==> src/rtl/tls_pkg.sv <==
package tls_pkg;

   typedef enum logic {
      DEST_IQ = 1'b0,
      DEST_WB = 1'b1
   } dest_e;

   // both operands outstanding -> park, otherwise straight to the issue window
   function automatic dest_e steer(input logic rdy_a, input logic rdy_b);
      return (!rdy_a && !rdy_b) ? DEST_WB : DEST_IQ;
   endfunction

endpackage

==> src/rtl/tls_wait_buf.sv <==
module tls_wait_buf #(
   parameter int TAG_W = 6,
   parameter int PAY_W = 8,
   parameter int AGE_W = 8,
   parameter int DEPTH = 4
) (
   input  logic             clk,
   input  logic             rst_n,
   input  logic             push,
   input  logic [TAG_W-1:0] in_ta,
   input  logic [TAG_W-1:0] in_tb,
   input  logic [AGE_W-1:0] in_age,
   input  logic [PAY_W-1:0] in_pay,
   input  logic             dst_we,
   input  logic [TAG_W-1:0] dst_tag,
   input  logic             wake_v,
   input  logic [TAG_W-1:0] wake_t,
   input  logic             pop,
   output logic             full,
   output logic             head_elig,
   output logic [TAG_W-1:0] out_pend_tag,
   output logic             out_pend_rdy,
   output logic [AGE_W-1:0] out_age,
   output logic [PAY_W-1:0] out_pay
);
   localparam int PW   = $clog2(DEPTH);
   localparam int CW   = $clog2(DEPTH + 1);
   localparam int NTAG = 1 << TAG_W;

   logic [TAG_W-1:0] ta_m  [DEPTH];
   logic [TAG_W-1:0] tb_m  [DEPTH];
   logic [AGE_W-1:0] age_m [DEPTH];
   logic [PAY_W-1:0] pay_m [DEPTH];
   logic [PW-1:0]    rd_ptr, wr_ptr, rd_nxt, wr_nxt;
   logic [CW-1:0]    cnt;
   logic [NTAG-1:0]  sb_q;
   logic [TAG_W-1:0] h_a, h_b;
   logic             r_a, r_b;

   generate
      if ((DEPTH & (DEPTH - 1)) == 0) begin : g_pow2
         assign rd_nxt = rd_ptr + 1'b1;
         assign wr_nxt = wr_ptr + 1'b1;
      end else begin : g_mod
         assign rd_nxt = (rd_ptr == PW'(DEPTH - 1)) ? '0 : rd_ptr + 1'b1;
         assign wr_nxt = (wr_ptr == PW'(DEPTH - 1)) ? '0 : wr_ptr + 1'b1;
      end
   endgenerate

   always_ff @(posedge clk) begin
      if (push) begin
         ta_m[wr_ptr]  <= in_ta;
         tb_m[wr_ptr]  <= in_tb;
         age_m[wr_ptr] <= in_age;
         pay_m[wr_ptr] <= in_pay;
      end
   end

   always_ff @(posedge clk or negedge rst_n) begin
      if (!rst_n) begin
         rd_ptr <= '0;
         wr_ptr <= '0;
         cnt    <= '0;
      end else begin
         if (push) wr_ptr <= wr_nxt;
         if (pop)  rd_ptr <= rd_nxt;
         case ({push, pop})
            2'b10:   cnt <= cnt + 1'b1;
            2'b01:   cnt <= cnt - 1'b1;
            default: ;
         endcase
      end
   end

   // ready record: cleared on destination allocation, set by broadcast (broadcast wins)
   always_ff @(posedge clk or negedge rst_n) begin
      if (!rst_n) begin
         sb_q <= '0;
      end else begin
         if (dst_we) sb_q[dst_tag] <= 1'b0;
         if (wake_v) sb_q[wake_t]  <= 1'b1;
      end
   end

   assign h_a          = ta_m[rd_ptr];
   assign h_b          = tb_m[rd_ptr];
   assign r_a          = sb_q[h_a] | (wake_v && (wake_t == h_a));
   assign r_b          = sb_q[h_b] | (wake_v && (wake_t == h_b));
   assign full         = (cnt == CW'(DEPTH));
   assign head_elig    = (cnt != '0) && (r_a || r_b);
   assign out_pend_rdy = r_a && r_b;
   assign out_pend_tag = r_a ? h_b : h_a;
   assign out_age      = age_m[rd_ptr];
   assign out_pay      = pay_m[rd_ptr];


   wb_push_room_chk: assert property (@(posedge clk) disable iff (!rst_n)
      push |-> !full);


   wb_pop_elig_chk: assert property (@(posedge clk) disable iff (!rst_n)
      pop |-> head_elig);

endmodule

==> src/rtl/tls_oldest_sel.sv <==
module tls_oldest_sel #(
   parameter int DEPTH = 4,
   parameter int AGE_W = 8
) (
   input  logic                        clk,
   input  logic                        rst_n,
   input  logic [DEPTH-1:0]            cand,
   input  logic [DEPTH-1:0][AGE_W-1:0] ages,
   output logic [DEPTH-1:0]            gnt,
   output logic                        any,
   output logic [$clog2(DEPTH)-1:0]    sel
);
   localparam int IW = $clog2(DEPTH);

   function automatic logic older(input logic [AGE_W-1:0] a, input logic [AGE_W-1:0] b);
      logic [AGE_W-1:0] d;
      d = a - b;
      return d[AGE_W-1];
   endfunction

   logic [AGE_W-1:0] best_age;

   always_comb begin
      any      = 1'b0;
      sel      = '0;
      best_age = '0;
      for (int i = 0; i < DEPTH; i++) begin
         if (cand[i] && (!any || older(ages[i], best_age))) begin
            any      = 1'b1;
            sel      = IW'(i);
            best_age = ages[i];
         end
      end
      gnt = '0;
      if (any) gnt[sel] = 1'b1;
   end

   generate
      for (genvar i = 0; i < DEPTH; i++) begin : g_chk

         sel_oldest_chk: assert property (@(posedge clk) disable iff (!rst_n)
            (any && cand[i]) |-> !older(ages[i], ages[sel]));
      end
   endgenerate

endmodule

==> src/rtl/tls_issue_q.sv <==
module tls_issue_q #(
   parameter int TAG_W = 6,
   parameter int PAY_W = 8,
   parameter int AGE_W = 8,
   parameter int DEPTH = 4
) (
   input  logic                        clk,
   input  logic                        rst_n,
   input  logic                        xa_en,
   input  logic [TAG_W-1:0]            xa_tag,
   input  logic                        xa_rdy,
   input  logic [AGE_W-1:0]            xa_age,
   input  logic [PAY_W-1:0]            xa_pay,
   input  logic                        da_en,
   input  logic [TAG_W-1:0]            da_tag,
   input  logic                        da_rdy,
   input  logic [AGE_W-1:0]            da_age,
   input  logic [PAY_W-1:0]            da_pay,
   input  logic                        wake_v,
   input  logic [TAG_W-1:0]            wake_t,
   input  logic [DEPTH-1:0]            gnt,
   output logic [DEPTH-1:0]            ent_ok,
   output logic [DEPTH-1:0][AGE_W-1:0] ent_age,
   output logic [DEPTH-1:0][PAY_W-1:0] ent_pay,
   output logic [$clog2(DEPTH+1)-1:0]  free_cnt
);
   localparam int IW = $clog2(DEPTH);
   localparam int CW = $clog2(DEPTH + 1);

   logic [DEPTH-1:0]            vld_q, rdy_q;
   logic [DEPTH-1:0][TAG_W-1:0] tag_q;
   logic [IW-1:0]               f1_idx, f2_idx, d_idx;
   logic                        f1_hit, f2_hit;

   // first two free slots: the move port takes the first, dispatch the next one
   always_comb begin
      f1_hit   = 1'b0;
      f2_hit   = 1'b0;
      f1_idx   = '0;
      f2_idx   = '0;
      free_cnt = '0;
      for (int i = 0; i < DEPTH; i++) begin
         if (!vld_q[i]) begin
            free_cnt = free_cnt + CW'(1);
            if (!f1_hit) begin
               f1_hit = 1'b1;
               f1_idx = IW'(i);
            end else if (!f2_hit) begin
               f2_hit = 1'b1;
               f2_idx = IW'(i);
            end
         end
      end
   end

   assign d_idx = xa_en ? f2_idx : f1_idx;

   generate
      for (genvar i = 0; i < DEPTH; i++) begin : g_ent
         logic hit;
         logic wr_x, wr_d;
         // the single comparator of this slot
         assign hit  = wake_v && (wake_t == tag_q[i]);
         assign wr_x = xa_en && (f1_idx == IW'(i));
         assign wr_d = da_en && (d_idx == IW'(i));

         always_ff @(posedge clk or negedge rst_n) begin
            if (!rst_n) begin
               vld_q[i] <= 1'b0;
               rdy_q[i] <= 1'b0;
            end else if (wr_x) begin
               vld_q[i] <= 1'b1;
               rdy_q[i] <= xa_rdy;
            end else if (wr_d) begin
               vld_q[i] <= 1'b1;
               rdy_q[i] <= da_rdy;
            end else if (gnt[i]) begin
               vld_q[i] <= 1'b0;
            end else if (vld_q[i] && hit) begin
               rdy_q[i] <= 1'b1;
            end
         end

         always_ff @(posedge clk) begin
            if (wr_x) begin
               tag_q[i]   <= xa_tag;
               ent_age[i] <= xa_age;
               ent_pay[i] <= xa_pay;
            end else if (wr_d) begin
               tag_q[i]   <= da_tag;
               ent_age[i] <= da_age;
               ent_pay[i] <= da_pay;
            end
         end

         assign ent_ok[i] = vld_q[i] && rdy_q[i];


         iq_wake_chk: assert property (@(posedge clk) disable iff (!rst_n)
            (vld_q[i] && !rdy_q[i] && hit) |=> rdy_q[i]);
      end
   endgenerate


   iq_move_room_chk: assert property (@(posedge clk) disable iff (!rst_n)
      xa_en |-> (free_cnt != '0));


   iq_dual_room_chk: assert property (@(posedge clk) disable iff (!rst_n)
      (xa_en && da_en) |-> (free_cnt >= CW'(2)));

endmodule

==> src/rtl/twolvl_sched.sv <==
module twolvl_sched #(
   parameter int TAG_W    = 6,
   parameter int PAY_W    = 8,
   parameter int IQ_DEPTH = 4,
   parameter int WB_DEPTH = 4,
   parameter int AGE_W    = 8
) (
   input  logic             clk,
   input  logic             rst_n,
   input  logic             disp_valid,
   output logic             disp_ready,
   input  logic [TAG_W-1:0] op_a_tag,
   input  logic             op_a_rdy,
   input  logic [TAG_W-1:0] op_b_tag,
   input  logic             op_b_rdy,
   input  logic [TAG_W-1:0] dst_tag,
   input  logic [PAY_W-1:0] disp_pay,
   input  logic             wake_valid,
   input  logic [TAG_W-1:0] wake_tag,
   output logic             issue_valid,
   output logic [PAY_W-1:0] issue_pay
);
   import tls_pkg::*;

   localparam int QCW = $clog2(IQ_DEPTH + 1);
   localparam int QIW = $clog2(IQ_DEPTH);

   generate
      if (IQ_DEPTH < 2) begin : g_bad_iq
         $error("IQ_DEPTH must be at least 2");
      end
      if (WB_DEPTH < 2) begin : g_bad_wb
         $error("WB_DEPTH must be at least 2");
      end
      if (AGE_W < $clog2(IQ_DEPTH + WB_DEPTH) + 2) begin : g_bad_age
         $error("AGE_W too narrow for the in-flight window");
      end
   endgenerate

   dest_e                          dest;
   logic                           fire, wb_push, iq_push, xfer;
   logic                           wb_full, head_elig, head_rdy;
   logic [TAG_W-1:0]               head_tag, pend_tag;
   logic [AGE_W-1:0]               head_age, age_q;
   logic [PAY_W-1:0]               head_pay;
   logic                           d_rdy;
   logic [QCW-1:0]                 iq_free, iq_need;
   logic [IQ_DEPTH-1:0]            ok, gnt;
   logic [IQ_DEPTH-1:0][AGE_W-1:0] ages;
   logic [IQ_DEPTH-1:0][PAY_W-1:0] pays;
   logic [QIW-1:0]                 sel;

   assign dest       = steer(op_a_rdy, op_b_rdy);
   assign xfer       = head_elig && (iq_free != '0);
   assign iq_need    = xfer ? QCW'(2) : QCW'(1);
   assign disp_ready = (dest == DEST_WB) ? !wb_full : (iq_free >= iq_need);
   assign fire       = disp_valid && disp_ready;
   assign wb_push    = fire && (dest == DEST_WB);
   assign iq_push    = fire && (dest == DEST_IQ);
   assign pend_tag   = op_a_rdy ? op_b_tag : op_a_tag;
   assign d_rdy      = (op_a_rdy && op_b_rdy) || (wake_valid && (wake_tag == pend_tag));

   always_ff @(posedge clk or negedge rst_n) begin
      if (!rst_n)    age_q <= '0;
      else if (fire) age_q <= age_q + 1'b1;
   end

   tls_wait_buf #(.TAG_W(TAG_W), .PAY_W(PAY_W), .AGE_W(AGE_W), .DEPTH(WB_DEPTH)) u_wb (
      .clk          (clk),
      .rst_n        (rst_n),
      .push         (wb_push),
      .in_ta        (op_a_tag),
      .in_tb        (op_b_tag),
      .in_age       (age_q),
      .in_pay       (disp_pay),
      .dst_we       (fire),
      .dst_tag      (dst_tag),
      .wake_v       (wake_valid),
      .wake_t       (wake_tag),
      .pop          (xfer),
      .full         (wb_full),
      .head_elig    (head_elig),
      .out_pend_tag (head_tag),
      .out_pend_rdy (head_rdy),
      .out_age      (head_age),
      .out_pay      (head_pay)
   );

   tls_issue_q #(.TAG_W(TAG_W), .PAY_W(PAY_W), .AGE_W(AGE_W), .DEPTH(IQ_DEPTH)) u_iq (
      .clk      (clk),
      .rst_n    (rst_n),
      .xa_en    (xfer),
      .xa_tag   (head_tag),
      .xa_rdy   (head_rdy),
      .xa_age   (head_age),
      .xa_pay   (head_pay),
      .da_en    (iq_push),
      .da_tag   (pend_tag),
      .da_rdy   (d_rdy),
      .da_age   (age_q),
      .da_pay   (disp_pay),
      .wake_v   (wake_valid),
      .wake_t   (wake_tag),
      .gnt      (gnt),
      .ent_ok   (ok),
      .ent_age  (ages),
      .ent_pay  (pays),
      .free_cnt (iq_free)
   );

   tls_oldest_sel #(.DEPTH(IQ_DEPTH), .AGE_W(AGE_W)) u_sel (
      .clk   (clk),
      .rst_n (rst_n),
      .cand  (ok),
      .ages  (ages),
      .gnt   (gnt),
      .any   (issue_valid),
      .sel   (sel)
   );

   assign issue_pay = pays[sel];

endmodule

==> config.mk <==
export PLATFORM = sky130hd
export DESIGN_NAME = twolvl_sched
export DESIGN_NICKNAME = d
export VERILOG_FILES = /design/src/rtl/tls_pkg.sv /design/src/rtl/tls_wait_buf.sv /design/src/rtl/tls_oldest_sel.sv /design/src/rtl/tls_issue_q.sv /design/src/rtl/twolvl_sched.sv
export SDC_FILE = /design/constraint.sdc
export NUM_CORES = 1
export LEC_CHECK = 0
export BUFFER_PORTS_ARGS = -buffer_cell sky130_fd_sc_hd__buf_2
export CAP_MARGIN = 20
export CORE_UTILIZATION = 63
export CTS_BUF_LIST = sky130_fd_sc_hd__clkbuf_8 sky130_fd_sc_hd__clkbuf_16
export CTS_CLUSTER_SIZE = 28
export DETAILED_ROUTE_END_ITERATION = 8
export GPL_TIMING_DRIVEN = 0
export HOLD_SLACK_MARGIN = 0.08
export PLACE_DENSITY = 0.87
export SLEW_MARGIN = 10
export SYNTH_ARGS = -nofsm -noshare
export SYNTH_HDL_FRONTEND = slang
export SYNTH_SLANG_ARGS = --single-unit
==> constraint.sdc <==
create_clock -name clk -period 12.13 [get_ports clk]
set_input_delay 3.639 -clock clk [delete_from_list [all_inputs] [get_ports clk]]
set_output_delay 3.639 -clock clk [all_outputs]
set_load 0.1 [all_outputs]
==> flow_metrics.tcl, run 1 <==
set metrics [dict create \
    status "finished clean" \
    whs_path_depth 1 \
    worstPathArrival_ns 8.22 \
    worst_slew_pin_slew_ns 1.05 \
    final_cells 1608 \
    grt_pass1_vias 10800 \
    gp_congestion 0.993 \
    die_y_um 158 \
    final-setup-viol-count 0 \
    cpPeakStageDelay_ns 0.44 \
    insertion_delay_ns 0.57 \
    core_um2 23600 \
    drv_slew 0 \
    synth_top_family_by_area "multiplexers" \
    cts.hold.buffers_added 0 \
    cp.required_ns 8.49 \
    die_area_um2 24800 \
    final.fill_count 1456 \
    synth_cell_types 78 \
    synthXorXnorAreaFrac 0.0377 \
    cpMaxStageDelayCell "dfrtp_2" \
    start_util 0.646 \
    synthFlopType "edfxtp_1" \
    ys_seq_area_frac 0.537 \
    routed-via-count 11200 \
    hold_violations 0 \
    multi_input_comb_area_um2 6780 \
    synthAdderAreaFrac 0.0259 \
    vias_per_cell 6.97 \
    ys_ff_latch 287 \
    drtAntennaViolNets 0 \
    syn_area_per_cell_um2 12.9 \
    critPathMaxFanout 10 \
    hold_ws_ns 0.515 \
    slew-limit-headroom 0.298 \
    hold_class "register to register" \
    drc_errors 0 \
    die_w_um 158 \
    rrSetupSlack_ns 4.79 \
    rows 56 \
    crit_type "register to output pin" \
    overflow 0 \
    finClkSkew_ns 0.0187 \
    layout.nets 1333 \
    antenna_found_initial 2 \
    synth_simple_gate_area_frac 0.0866 \
    layout_worst_path_cycle_share 0.977 \
    io_buffer_count 38 \
    drive_gt1_frac 0.206 \
    place.detailed.hpwl_mm 27.4 \
    synth_edf_count 200 \
    grt_max_degree 52 \
    grt_pass1_wl_mm 61.7 \
    root_buffer "clkbuf_16" \
    synth_cells 1186 \
    cts.clk_slew.worst_paths_ns 0.06 \
    end_kind "output pin" \
    wl_mm 41.2 \
    mostFrequentLayoutCells "edfxtp_1 (200), o21ai_0 (144), dfrtp_1 (86)" \
    final-seq-area_um2 8180 \
    drtIter0Drc 1406 \
    wl_per_cell_um 25.6 \
    cts_tree "done" \
    synth.net_count 1255 \
    synth_area_um2 15200 \
    yosys_warnings 0 \
    syn2layout_area_growth_pct 12.3 \
    max_cap_viol_count 0 \
    dp.cells 1546 \
    final_common_cell "edfxtp_1" \
    clockBufferDepth 3 \
    worst-r2r-cell-count 31 \
    synthMuxAreaShare 0.180 \
    cts_buffers 30 \
    ys_async_sr_fraction 0.303 \
    drt-pass1-iter-count 5 \
    pin_count 48 \
    finalCriticalPeriod_ns 11.86 \
    htreeDepth 1 \
    fmax_mhz 84.3 \
    clock-sinks 287 \
    track_usage 0.337 \
    cp-start-kind "register" \
    synth_compound_area_frac 0.106 \
]
## layout make-up
class / instances / area share
Antenna cell: 1 / 0.000146
Buffer: 63 / 0.0192
Clock buffer: 30 / 0.0438
Clock inverter: 26 / 0.0153
Inverter: 28 / 0.00614
Multi-Input combinational cell: 808 / 0.396
Sequential cell: 287 / 0.478
Tap cell: 319 / 0.0233
Timing Repair Buffer: 46 / 0.0182
## worst paths after layout
kind                                           startpoint                   endpoint
worst min register to register    u_wb.cnt[2]$_DFFE_PN0P_    u_wb.cnt[2]$_DFFE_PN0P_
worst max register to register  u_iq.vld_q[0]$_DFFE_PN0P_  u_iq.vld_q[0]$_DFFE_PN0P_
worst max-delay path            u_iq.vld_q[0]$_DFFE_PN0P_               issue_pay[4]
max in group asynchronous                           rst_n  u_iq.vld_q[0]$_DFFE_PN0P_
worst min-delay path              u_wb.cnt[2]$_DFFE_PN0P_    u_wb.cnt[2]$_DFFE_PN0P_
min in group asynchronous                           rst_n    u_wb.sb_q[50]$_DFF_PN0_
## critical path: cells and delay by family (launching register included)
kind                       cells  cell delay, ns
muxes                          3            1.10
DFF                            1            0.44
buffers and inverters          6            1.17
and+or+nand+nor               10            1.36
AOI/OAI and AO/OA             11            2.58
adders and majority gates      3            0.99
## timing repair
action	in CTS	in global routing
gates resized for setup	30	16
pin swaps	1	5
setup endpoints to repair	8	8
gates cloned	0	0
buffers inserted	1	4
## synth_stat cells, drive strengths merged (5+ instances only)
cell | n | area share
a2111oi | 6 | 0.0035
a211oi | 6 | 0.0030
a21oi | 22 | 0.0072
a221o | 5 | 0.0033
a31oi | 8 | 0.0033
a41oi | 6 | 0.0034
and2 | 12 | 0.0049
and3 | 13 | 0.0053
buf | 33 | 0.012
clkbuf | 30 | 0.0074
dfrtp | 87 | 0.14
edfxtp | 200 | 0.39
ha | 30 | 0.025
inv | 28 | 0.0069
mux2 | 85 | 0.065
mux2i | 85 | 0.056
mux4 | 40 | 0.059
nand2 | 59 | 0.015
nand2b | 9 | 0.0037
nand3 | 25 | 0.0082
nand3b | 8 | 0.0039
nand4 | 17 | 0.0070
nor2 | 39 | 0.0096
nor2b | 17 | 0.0070
nor3 | 11 | 0.0039
nor4 | 5 | 0.0030
o211ai | 11 | 0.0057
o21ai | 149 | 0.050
o22ai | 8 | 0.0037
o31ai | 7 | 0.0041
or3 | 7 | 0.0029
xnor2 | 41 | 0.024
xor2 | 22 | 0.013
## cell families after synthesis
family          count (synthesis)
flops                         287
fa+ha+maj                      31
mux                           210
simple gates                  241
xor+xnor                       64
compound gates                262
buf+inv                        91
## metrics by stage
stage                     cell area, µm²  setup TNS, ns  utilization  setup slack, ns
after global routing               17100        -0.0807        0.725          -0.0185
after CTS                          17000              0        0.721          0.00976
after floorplan                    15200              0            -            0.300
after global placement             15800         -12.93        0.671            -1.71
final                              17100              0        0.725            0.274
after detailed placement           15900         -13.57        0.674            -1.78
## state kept, by name, summed over array words and instances, names as in the netlist
| register | flops |
|---|---|
| u_iq.ent_age | 32 |
| u_wb.cnt | 3 |
| u_wb.wr_ptr | 2 |
| u_wb.sb_q | 64 |
| u_iq.rdy_q | 4 |
| u_wb.age_m | 32 |
| u_wb.ta_m | 24 |
| u_wb.tb_m | 24 |
| u_wb.rd_ptr | 2 |
| age_q | 8 |
| u_iq.vld_q | 4 |
| u_wb.pay_m | 32 |
| u_iq.ent_pay | 32 |
| u_iq.tag_q | 24 |
## metal layers
metal	GRT usage	wire length, µm	part of all wire
met2	0.531	19200	0.47
met5	0	0	0
met1	0.460	15900	0.39
met3	0.0632	4300	0.10
met4	0.148	1750	0.043
Power of run 1 is left out: the tool's default activity adds up to more than one toggle a clock period on the data nets, which glitch-free logic cannot reach.
==> inputs of run 2 (changes only) <==
--- a/config.mk
+++ b/config.mk
@@ -17,4 +17,5 @@
 export SLEW_MARGIN = 10
 export SYNTH_ARGS = -nofsm -noshare
 export SYNTH_HDL_FRONTEND = slang
+export SYNTH_HIERARCHICAL = 1
 export SYNTH_SLANG_ARGS = --single-unit
==> run 2 against run 1 <==
Maximum frequency increased by 1.7%. Non-clock buffer count increased by 5. Via count decreased by 2.7%. Die area increased by 0.30%. Synthesized cell count decreased by 1.9%. Setup slack improved by 0.20 ns. Clock skew decreased by 0.0027 ns. Cell count decreased by 1.4%. Sequential cell count unchanged. Global-route usage decreased by 1.0 points.
==> flow_metrics.tcl, run 2 <==
set metrics [dict create \
    status "finished clean" \
    place.detailed.hpwl_mm 26.5 \
    max_cap_viol_count 0 \
    syn2layout_area_growth_pct 11.0 \
    clock-sinks 287 \
    worstPathArrival_ns 8.01 \
    drv_slew 0 \
    synth_compound_area_frac 0.103 \
    slew-limit-headroom 0.332 \
    final_common_cell "edfxtp_1" \
    end_kind "output pin" \
    pin_count 48 \
    critPathMaxFanout 10 \
    synth.net_count 1234 \
    cp-start-kind "register" \
    synthAdderAreaFrac 0.0275 \
    top_register "u_wb/sb_q" \
    grt_pass1_vias 10800 \
    cts.hold.buffers_added 0 \
    synth_top_cell_area_share 0.393 \
    multi_input_comb_area_um2 6750 \
    overflow 0 \
    final-setup-viol-count 0 \
    largest_reg_flops 64 \
    core_um2 23600 \
    synth_area_leaders "edfxtp_1 (39%), dfrtp_1 (14%), mux4_2 (6.2%), mux2_2 (5.7%), o21ai_0 (4.5%)" \
    finClkSkew_ns 0.0159 \
    drc_errors 0 \
    rrSetupSlack_ns 4.38 \
    start_util 0.648 \
    cpMaxStageDelayCell "or3_4" \
    hold_class "register to register" \
    synth_simple_gate_area_frac 0.0887 \
    vias_per_cell 6.87 \
    layout.nets 1315 \
    final_util 0.719 \
    rows 56 \
    synth_top_area_cell "edfxtp_1" \
    cp.required_ns 8.49 \
    antenna_found_initial 1 \
    layout_worst_path_cycle_share 0.961 \
    die_w_um 158 \
    grt_pass1_wl_mm 60.9 \
    routed-via-count 10900 \
    drive_gt1_frac 0.227 \
    synth_cell_types 89 \
    final-seq-area_um2 8180 \
    crit_type "register to output pin" \
    final.fill_count 1490 \
    clockBufferDepth 3 \
    synth_cells 1163 \
    finalCriticalPeriod_ns 11.65 \
    yosysMostFrequentCell "edfxtp_1" \
    cpPeakStageDelay_ns 0.50 \
    yosys_warnings 6 \
    grt_max_degree 57 \
    cts_tree "done" \
    drtIter0Drc 1378 \
    worst_slew_pin_slew_ns 1.00 \
    ys_async_sr_fraction 0.303 \
    cts_buffers 27 \
    die_area_um2 24900 \
    htreeDepth 1 \
    hold_violations 0 \
    wl_per_cell_um 25.0 \
    post-place-ws_ns -0.812 \
    fmax_mhz 85.8 \
    synthMuxAreaShare 0.180 \
    synthXorXnorAreaFrac 0.0366 \
    drt-pass1-iter-count 6 \
    io_buffer_count 43 \
    synthFlopType "edfxtp_1" \
    synth_edf_count 200 \
    insertion_delay_ns 0.55 \
    synth_top_family_by_area "multiplexers" \
    cts.clk_slew.worst_paths_ns 0.06 \
    synth_area_um2 15300 \
    fin_setup_tns_ns 0 \
    syn_area_per_cell_um2 13.2 \
    setup_ws_ns 0.477 \
    gp_congestion 0.998 \
    ys_ff_latch 287 \
    wl_mm 39.6 \
    mostFrequentLayoutCells "edfxtp_1 (200), o21ai_0 (133), dfrtp_1 (86)" \
    die_y_um 158 \
    drtAntennaViolNets 0 \
    root_buffer "clkbuf_16" \
    ys_seq_area_frac 0.535 \
    track_usage 0.327 \
    synth_common_cells "edfxtp_1 (200), o21ai_0 (137), dfrtp_1 (87)" \
]
## run 2: cell type report
| type | instances | area share |
|---|---|---|
| Antenna cell | 1 | 0.000147 |
| Multi-Input combinational cell | 787 | 0.397 |
| Buffer | 60 | 0.0201 |
| Clock inverter | 20 | 0.00590 |
| Clock buffer | 30 | 0.0422 |
| Tap cell | 319 | 0.0235 |
| Inverter | 27 | 0.00597 |
| Sequential cell | 287 | 0.482 |
| Timing Repair Buffer | 54 | 0.0227 |
## run 2: through the flow
stage	cells	hold slack (ns)	area, µm²
floorplan	1163	0.457	15300
global placement	1525	0.474	15900
detailed placement	1527	0.488	16000
CTS	1575	0.498	16900
global route	1585	0.540	17000
finish	1585	0.504	17000
## run 2: kinds of logic (layout without fill, tap and decap cells)
kind of cell | Yosys count | count (layout)
compound gates | 251 | 251
xor+xnor | 63 | 63
fa+ha+maj | 33 | 33
buf+inv | 89 | 191
flops | 287 | 287
mux | 205 | 205
other cells | 0 | 1
simple gates | 235 | 235
## run 2: path summary, 6_finish.rpt
path                                                start                   endpoint  depth (start not counted)
worst max-delay path            u_iq/vld_q[0]$_DFFE_PN0P_               issue_pay[1]                         33
worst min-delay path              u_wb/cnt[2]$_DFFE_PN0P_    u_wb/cnt[2]$_DFFE_PN0P_                          1
min in group asynchronous                           rst_n     u_wb/sb_q[8]$_DFF_PN0_                          1
worst min register to register    u_wb/cnt[2]$_DFFE_PN0P_    u_wb/cnt[2]$_DFFE_PN0P_                          1
worst max register to register  u_iq/vld_q[0]$_DFFE_PN0P_  u_iq/rdy_q[1]$_DFFE_PN0P_                         36
max in group asynchronous                           rst_n  u_iq/vld_q[0]$_DFFE_PN0P_                          2
## run 2: what timing repair did
action | CTS | global route
setup endpoints to repair | 8 | 8
pin swaps | 0 | 8
resized for setup | 18 | 12
buffers inserted | 0 | 7
## run 2: metal layers
layer  track usage  part of all wire
met1         0.454              0.39
met2         0.519              0.47
met3        0.0463              0.10
met4         0.141             0.036
met5             0                 0
## run 2: worst max-delay path, delay by kind of cell (launching register included)
kind	cells	cell delay, ns
AOI/OAI and AO/OA	16	3.18
and+or+nand+nor	8	1.52
buffers and inverters	5	0.98
adders and majority gates	3	0.88
muxes	1	0.49
DFF	1	0.40
Power of run 2 is left out for the same reason.
